File: src/rtl/msg_route_pkg.sv
package msg_route_pkg;

    typedef enum logic [2:0] {
        VD_PASS      = 3'd0,
        VD_LOCAL     = 3'd1,
        VD_UP        = 3'd2,
        VD_BCAST     = 3'd3,
        VD_ADDR      = 3'd4,
        VD_ID        = 3'd5,
        VD_REJECT    = 3'd6,
        VD_MALFORMED = 3'd7
    } verdict_e;

    localparam logic [1:0] MSG_CLASS = 2'b10;

    localparam logic [2:0] RC_TO_ROOT   = 3'b000;
    localparam logic [2:0] RC_ADDR      = 3'b001;
    localparam logic [2:0] RC_ID        = 3'b010;
    localparam logic [2:0] RC_BCAST     = 3'b011;
    localparam logic [2:0] RC_LOCAL     = 3'b100;
    localparam logic [2:0] RC_GATHER    = 3'b101;

endpackage

File: src/rtl/msg_type_split.sv
module msg_type_split (
    input  logic [4:0] type_i,
    output logic       is_msg_o,
    output logic [2:0] code_o
);
    import msg_route_pkg::*;

    always_comb begin
        is_msg_o = (type_i[4:3] == MSG_CLASS);
        code_o   = type_i[2:0];
    end
endmodule

File: src/rtl/msg_route_rules.sv
module msg_route_rules #(
    parameter bit IS_SWITCH = 1'b1
) (
    input  logic                      is_msg_i,
    input  logic [2:0]                code_i,
    input  logic                      hdr4dw_i,
    input  logic                      from_dn_i,
    output msg_route_pkg::verdict_e   verdict_o
);
    import msg_route_pkg::*;

    verdict_e root_vd;
    verdict_e bcast_vd;

    generate
        if (IS_SWITCH) begin : g_switch
            always_comb begin
                root_vd  = from_dn_i ? VD_UP : VD_REJECT;
                bcast_vd = from_dn_i ? VD_MALFORMED : VD_BCAST;
            end
        end else begin : g_endpoint
            always_comb begin
                root_vd  = VD_REJECT;
                bcast_vd = VD_LOCAL;
            end
        end
    endgenerate

    always_comb begin
        verdict_o = VD_PASS;
        if (!is_msg_i) begin
            verdict_o = VD_PASS;
        end else if (!hdr4dw_i) begin
            verdict_o = VD_MALFORMED;
        end else begin
            unique case (code_i)
                RC_TO_ROOT, RC_GATHER: verdict_o = root_vd;
                RC_ADDR:               verdict_o = VD_ADDR;
                RC_ID:                 verdict_o = VD_ID;
                RC_BCAST:              verdict_o = bcast_vd;
                RC_LOCAL:              verdict_o = VD_LOCAL;
                default:               verdict_o = VD_MALFORMED;
            endcase
        end
    end
endmodule

File: src/rtl/msg_route_dec.sv
module msg_route_dec #(
    parameter bit          IS_SWITCH = 1'b1,
    parameter int unsigned NUM_DN    = 4
) (
    input  logic              clk,
    input  logic              rst_n,
    input  logic              in_valid,
    input  logic [4:0]        in_type,
    input  logic              in_hdr4dw,
    input  logic              in_from_dn,
    output logic              out_valid,
    output logic [2:0]        out_verdict,
    output logic [NUM_DN-1:0] out_bcast_mask
);
    import msg_route_pkg::*;

    localparam logic [NUM_DN-1:0] ALL_DN = {NUM_DN{1'b1}};

    typedef enum logic {ST_IDLE, ST_HOLD} hold_state_e;

    hold_state_e       state_q, state_d;
    verdict_e          vd_comb, vd_q, vd_d;
    logic [NUM_DN-1:0] mask_q, mask_d;
    logic              is_msg;
    logic [2:0]        code;
    logic              run_q;

    msg_type_split u_split (
        .type_i   (in_type),
        .is_msg_o (is_msg),
        .code_o   (code)
    );

    msg_route_rules #(.IS_SWITCH(IS_SWITCH)) u_rules (
        .is_msg_i  (is_msg),
        .code_i    (code),
        .hdr4dw_i  (in_hdr4dw),
        .from_dn_i (in_from_dn),
        .verdict_o (vd_comb)
    );

    always_comb begin
        state_d = in_valid ? ST_HOLD : ST_IDLE;
        vd_d    = VD_PASS;
        mask_d  = '0;
        unique case (state_d)
            ST_HOLD: begin
                vd_d   = vd_comb;
                mask_d = (vd_comb == VD_BCAST) ? ALL_DN : '0;
            end
            ST_IDLE: begin
                vd_d   = VD_PASS;
                mask_d = '0;
            end
        endcase
    end

    always_ff @(posedge clk) begin
        if (!rst_n) begin
            state_q <= ST_IDLE;
            vd_q    <= VD_PASS;
            mask_q  <= '0;
            run_q   <= 1'b0;
        end else begin
            state_q <= state_d;
            vd_q    <= vd_d;
            mask_q  <= mask_d;
            run_q   <= 1'b1;
        end
    end

    always_comb begin
        out_valid      = (state_q == ST_HOLD);
        out_verdict    = vd_q;
        out_bcast_mask = mask_q;
    end


    valid_delay_chk: assert property (@(posedge clk) disable iff (!rst_n)
        run_q |-> (out_valid == $past(in_valid)));


    non_msg_pass_chk: assert property (@(posedge clk) disable iff (!rst_n)
        (in_valid && in_type[4:3] != 2'b10) |=> (out_verdict == 3'd0));


    short_hdr_bad_chk: assert property (@(posedge clk) disable iff (!rst_n)
        (in_valid && in_type[4:3] == 2'b10 && !in_hdr4dw) |=> (out_verdict == 3'd7));


    mask_only_bcast_chk: assert property (@(posedge clk) disable iff (!rst_n)
        (out_verdict != 3'd3) |-> (out_bcast_mask == '0));


    idle_empty_chk: assert property (@(posedge clk) disable iff (!rst_n)
        !out_valid |-> (out_verdict == 3'd0 && out_bcast_mask == '0));


    local_any_side_chk: assert property (@(posedge clk) disable iff (!rst_n)
        (in_valid && in_type == 5'b10100 && in_hdr4dw) |=> (out_verdict == 3'd1));
endmodule

File: config.mk
export PLATFORM = sky130hd
export DESIGN_NAME = msg_route_dec
export DESIGN_NICKNAME = d
export VERILOG_FILES = /design/src/rtl/msg_route_pkg.sv /design/src/rtl/msg_type_split.sv /design/src/rtl/msg_route_rules.sv /design/src/rtl/msg_route_dec.sv
export SDC_FILE = /design/constraint.sdc
export NUM_CORES = 1
export LEC_CHECK = 0
export ABC_AREA = 1
export BUFFER_PORTS_ARGS = -buffer_cell sky130_fd_sc_hd__buf_2
export CAP_MARGIN = 25
export CORE_AREA = 2 2 39 41
export CTS_CLUSTER_DIAMETER = 80
export DETAILED_ROUTE_END_ITERATION = 16
export DIE_AREA = 0 0 41 43
export SETUP_SLACK_MARGIN = 0.4
export SYNTH_ARGS = -nofsm -noshare
export SYNTH_HDL_FRONTEND = slang
export SYNTH_HIERARCHICAL = 1
export SYNTH_SLANG_ARGS = --single-unit
File: constraint.sdc
create_clock -name clk -period 1.3 [get_ports clk]
set_clock_uncertainty 0.2 [all_clocks]
set_input_delay 0.13 -clock clk [delete_from_list [all_inputs] [get_ports clk]]
set_output_delay 0.13 -clock clk [all_outputs]
set_load 0.05 [all_outputs]
==> results of run 1 <==
==> metrics by stage <==
| step | power (mW) | hold slack [ps] |
|---|---|---|
| floorplan | 0.228 | 60.2 |
| global placement | 0.238 | 173 |
| detailed placement | 0.239 | 174 |
| CTS | 0.426 | -74.9 |
| global route | 0.472 | -53.3 |
| finish | 0.451 | -62.4 |
==> cell families (layout without fill, tap and decap cells) <==
kind of cell	Yosys count	in the layout	synth area share [%]
AND/OR/NAND/NOR	19	19	31.8
buffers and inverters	15	32	27.0
flip-flops	5	5	34.3
AO/OA/AOI/OAI	3	3	6.87
==> cell type report <==
type | instances | area, µm²
sequential | 5 | 109
clock buffer | 4 | 26.3
timing repair buffer | 19 | 195
inverter | 9 | 43.8
fill | 144 | 827
tap | 16 | 20.0
multi-input combinational | 22 | 163
==> final timing paths <==
kind / startpoint / to / depth (start not counted)
setup / recovery: out_bcast_mask[2] / out_bcast_mask[0] / 1
hold / removal: in_valid / out_valid / 3
==> registers in the layout, summed over array words and instances (netlist names) <==
| name | count |
|---|---|
| out_bcast_mask | 1 |
| out_valid | 1 |
| out_verdict | 3 |
==> routing by layer <==
layer | vias up | wire length (µm) | track usage (%)
li1 | 161 | - | -
met1 | 131 | 187 | 7.40
met2 | 13 | 370 | 10.6
met3 | 0 | 30 | 0
met4 | 0 | 0 | 8.00
met5 | - | 0 | 0
==> timing repair <==
action	CTS	global route
setup buffers	0	2
hold endpoints to repair	5	5
pin swaps	0	7
gates resized for setup	17	22
endpoints found under the setup margin	8	11
==> tightest hold or removal path, stage by stage <==
cell and delay, ps:
buf_2 90, nand2_1 70, inv_1 50
==> cell usage in the layout, fill, tap and decap left out, types with 2 or more instances in the layout <==
| cell type | netlist | layout |
|---|---|---|
| inv_4 | 0 | 2 |
| buf_2 | 0 | 5 |
| buf_4 | 6 | 2 |
| nor2_1 | 5 | 5 |
| inv_1 | 7 | 6 |
| nand2_4 | 0 | 2 |
| nand3_2 | 1 | 2 |
| clkbuf_4 | 0 | 3 |
| dfxtp_2 | 0 | 4 |
| buf_8 | 0 | 3 |
| nand2_1 | 5 | 3 |
| nand3_1 | 4 | 2 |
| nor2_2 | 2 | 2 |
| buf_6 | 0 | 8 |
==> power groups by stage <==
stage	sequential (mW)	clock [mW]	combinational (mW)
after global routing	0.160	0.184	0.128
after CTS	0.159	0.182	0.0853
after detailed placement	0.161	0	0.0789
after floorplan	0.176	0	0.0516
final	0.160	0.172	0.120
after global placement	0.160	0	0.0779
==> impl_metrics.py, run 1 <==
metrics = {
    "finish": {
        "fin_area_um2": 557,
        "num_antenna_cells": 0,
        "nets": 70,
        "area_delta_synth_final_pct": 91.0,
        "stdcell_count": 75,
        "drive_gt1_share_pct": 67.8,
        "utilization_pct": 40.2,
    },
    "synth": {
        "synthesis.nets": 52,
        "synth.distinct_cells": 13,
        "async_flop_share_pct": 0,
        "postSynthCellCount": 42,
        "synth_area_leaders": "dfxtp_1 (34%), buf_4 (15%), inv_1 (9.0%)",
        "synth_common_cells": "inv_1 (7), buf_4 (6), dfxtp_1 (5), nand2_1 (5), nor2_1 (5)",
        "yosys_warnings": 6,
        "synth_edf_count": 0,
        "ys.flop_type": "dfxtp_1",
        "synth_top_area_cell": "dfxtp_1",
        "syn_area_per_cell_um2": 6.94,
        "ys_seq_elements": 5,
        "ys_seq_area_share_pct": 34.3,
        "yosysMostFrequentCell": "inv_1",
        "synth.top_cell.area_share_pct": 34.3,
        "syn_area_um2": 292,
    },
    "floorplan": {
        "core_area_um2": 1380,
        "pin_count": 18,
        "die_y_um": 43,
        "die_area_um2": 1760,
        "die_w_um": 41,
        "rows": 14,
        "initial_utilization_pct": 21.1,
    },
    "worst_setup_path": {
        "cp-end-kind": "output pin",
        "path_cells": "buf_6",
        "critical_path_required_ps": 970,
        "slowest_delay_ps": 370,
        "crit_path_top_delay_cell": "dfxtp_4",
        "startpoint_type": "flop",
        "critPathArrivalTime_ps": 760,
        "crit_fanout": 4,
        "path_delay_family": "flip-flops",
        "crit_type": "flop to output pin",
        "crit_buf_inv": 1,
    },
    "sta": {
        "relSlewSlack_pct": 87.8,
        "hold_viol_final": 5,
        "layout_setup_ws_ps": 212,
        "timing.final.crit_share_pct": 83.7,
        "fmax_ghz": 0.919,
        "hold_ws_ps": -62.4,
        "setup_viol": 0,
        "worst_pin_slew_ps": 183,
        "finalMaxSlewViolations": 0,
        "setup_tns_ps": 0,
        "finalWorstPathRequiredPeriod_ps": 1090,
        "rsz0062_at_grt": "yes",
    },
    "grt": {
        "globalRouteTotalUtil_pct": 6.93,
        "antenna_found_initial": 0,
        "grt_pass1_wl_um": 821,
        "grt_max_degree": 6,
        "grt_pass1_vias": 233,
        "overflow": 0,
    },
    "power_and_ir_drop": {
        "p_sw_share_pct": 26.9,
        "leakagePower_nw": 0.274,
        "power.density_nw_per_um2": 811,
        "p_clk_share_pct": 38.1,
        "ir_worst_vdd_v": 0.000214,
        "seq_power_share_pct": 35.4,
        "intPower_uw": 330,
        "power.switching_uw": 121,
        "combPwrFrac_pct": 26.5,
    },
    "place": {
        "post-place-ws_ps": 153,
        "placed_area_um2": 372,
        "place_congestion": 0.717,
        "dp.cells": 69,
        "portBuffers": 17,
        "post-dp-hpwl_um": 463,
    },
    "run": {
        "cap_violations": 0,
    },
    "outcome": {
        "status": "complete, but fails checks",
        "violations": "negative hold slack",
    },
    "cts": {
        "root_buffer": "clkbuf_4",
        "clk_pin_slew_worst_paths_ps": 40,
        "cts_made_buffers": 3,
        "tritoncts": "yes",
        "cts_buffer_depth": 2,
        "clock_sinks": 5,
        "htreeDepth": 1,
    },
    "detailed_routing": {
        "dr.first_iter.drc_count": 2,
        "via_per_inst": 4.07,
        "drc_errors": 0,
        "num_vias": 305,
        "dr.pass1.iters": 2,
        "ant_nets": 0,
        "wire_per_inst_um": 7.83,
        "wirelength_um": 587,
    },
    "min_path": {
        "hold_class": "input port to flop",
    },
}
Note: power is estimated with default switching activity, not from simulation.
==> run 2: changes to the inputs <==
clock period = 1.04 ns   (was 1.3 ns; I/O delays follow)
==> impl_metrics.py, run 2 (synthesis gave the netlist of run 1 again) <==
metrics = {
    "detailed_routing": {
        "wl_met2_um": 504,
        "wl_met1_um": 167,
        "met3WireLength_um": 40,
        "via_per_inst": 4.22,
        "highest_layer": "met4",
        "ant_nets": 0,
        "wirelength_um": 731,
        "dr.pass1.iters": 1,
        "num_vias": 321,
        "dr.first_iter.drc_count": 0,
        "drc_errors": 0,
        "wire_per_inst_um": 9.62,
    },
    "sta": {
        "worst_pin_slew_ps": 137,
        "rsz0062_at_grt": "yes",
        "fmax_ghz": 0.940,
        "finalWorstPathRequiredPeriod_ps": 1060,
        "relSlewSlack_pct": 90.8,
        "layout_setup_ws_ps": -23.7,
        "timing.final.crit_share_pct": 102,
        "setup_viol": 4,
        "hold_ws_ps": -89.7,
        "finalMaxSlewViolations": 0,
        "hold_viol_final": 5,
    },
    "power_and_ir_drop": {
        "power.switching_uw": 173,
        "p_total_uw": 602,
        "seq_power_share_pct": 31.9,
        "ir_worst_vdd_v": 0.000326,
        "intPower_uw": 429,
        "p_sw_share_pct": 28.7,
        "power.density_nw_per_um2": 903,
        "combPwrFrac_pct": 32.1,
        "leakagePower_nw": 0.297,
        "p_clk_share_pct": 36.0,
    },
    "worst_setup_path": {
        "slowest_delay_ps": 360,
        "crit_path_top_delay_cell": "dfxtp_4",
        "cp-end-kind": "output pin",
        "crit_buf_inv": 1,
        "crit_type": "flop to output pin",
        "path_delay_family": "flip-flops",
        "path_cells": "buf_6",
        "critical_path_required_ps": 740,
        "crit_fanout": 4,
        "startpoint_type": "flop",
        "critPathArrivalTime_ps": 760,
    },
    "outcome": {
        "violations": "negative hold slack, negative setup slack",
        "status": "complete, but fails checks",
    },
    "cts": {
        "cts_buffer_depth": 2,
        "clk_pin_slew_worst_paths_ps": 40,
        "root_buffer": "clkbuf_4",
        "htreeDepth": 1,
        "tritoncts": "yes",
        "cts_made_buffers": 3,
        "clock_sinks": 5,
    },
    "place": {
        "portBuffers": 17,
        "post-place-ws_ps": -82.9,
        "place_congestion": 0.733,
        "post-dp-hpwl_um": 430,
        "dp.cells": 69,
    },
    "finish": {
        "num_antenna_cells": 0,
        "largest_reg_flops": 3,
        "final_common_cell": "buf_6",
        "final_cell_mix": "buf_6 (9), buf_8 (5), dfxtp_4 (5)",
        "stdcell_count": 76,
        "area_delta_synth_final_pct": 129,
        "drive_gt1_share_pct": 78.3,
        "nets": 71,
    },
    "floorplan": {
        "die_y_um": 43,
        "die_w_um": 41,
        "rows": 14,
        "die_area_um2": 1760,
        "initial_utilization_pct": 21.1,
        "pin_count": 18,
        "core_area_um2": 1380,
    },
    "min_path": {
        "hold-path-cell-count": 3,
        "hold_class": "input port to flop",
        "min_from": "rst_n",
        "hold_path_end": "out_verdict[0]",
    },
    "grt": {
        "globalRouteTotalUtil_pct": 7.72,
        "grt_max_degree": 6,
        "grt_pass1_wl_um": 862,
        "overflow": 0,
        "grt_pass1_vias": 253,
        "antenna_found_initial": 0,
    },
    "run": {
        "cap_violations": 0,
    },
}
[run 2: cell type report]
cell class | count | area, µm²
fill | 131 | 717
timing repair buffer | 20 | 239
multi-input combinational | 22 | 209
sequential | 5 | 119
inverter | 9 | 53.8
clock buffer | 4 | 26.3
tap | 16 | 20.0
[run 2: metal layers]
metal | track usage, % | vias to the layer above
li1 | - | 162
met1 | 6.73 | 142
met2 | 11.9 | 15
met3 | 0 | 2
met4 | 12.0 | 0
met5 | 0 | -
[run 2: how the worst max path moves through the flow]
stage	start	to	cells after the start
finish	out_bcast_mask[2]	out_bcast_mask[1]	1
global route	out_bcast_mask[2]	out_bcast_mask[1]	1
CTS	out_bcast_mask[2]	out_bcast_mask[1]	1
detailed placement	in_type[2]	out_bcast_mask[2]	10
global placement	in_type[2]	out_bcast_mask[2]	10
floorplan	in_type[2]	out_bcast_mask[2]	10
[run 2: power by group through the flow]
stage	combinational (mW)	clock, mW	sequential, mW
after floorplan	0.0644	0	0.213
after global placement	0.0966	0	0.193
after detailed placement	0.0976	0	0.193
after CTS	0.135	0.229	0.192
after global routing	0.206	0.232	0.192
final	0.193	0.217	0.192
[run 2: stage by stage]
stage                     util [%]  setup TNS [ps]  hold slack (ps)  instance area (µm²)
after global placement        27.6           -95.7              156                  382
after CTS                     39.1            -141            -94.6                  541
after global routing          48.2            -191            -79.4                  667
final                         48.2           -90.1            -89.7                  667
after floorplan                  -               0             33.7                  352
after detailed placement      27.6            -142              160                  382
[run 2: repair_timing]
action	4_1_cts	5_1_grt
buffers inserted	1	2
gates cloned	0	0
gates resized for setup	36	22
setup endpoints to repair	12	12
pin swaps	10	11
endpoints found under the hold margin	5	5
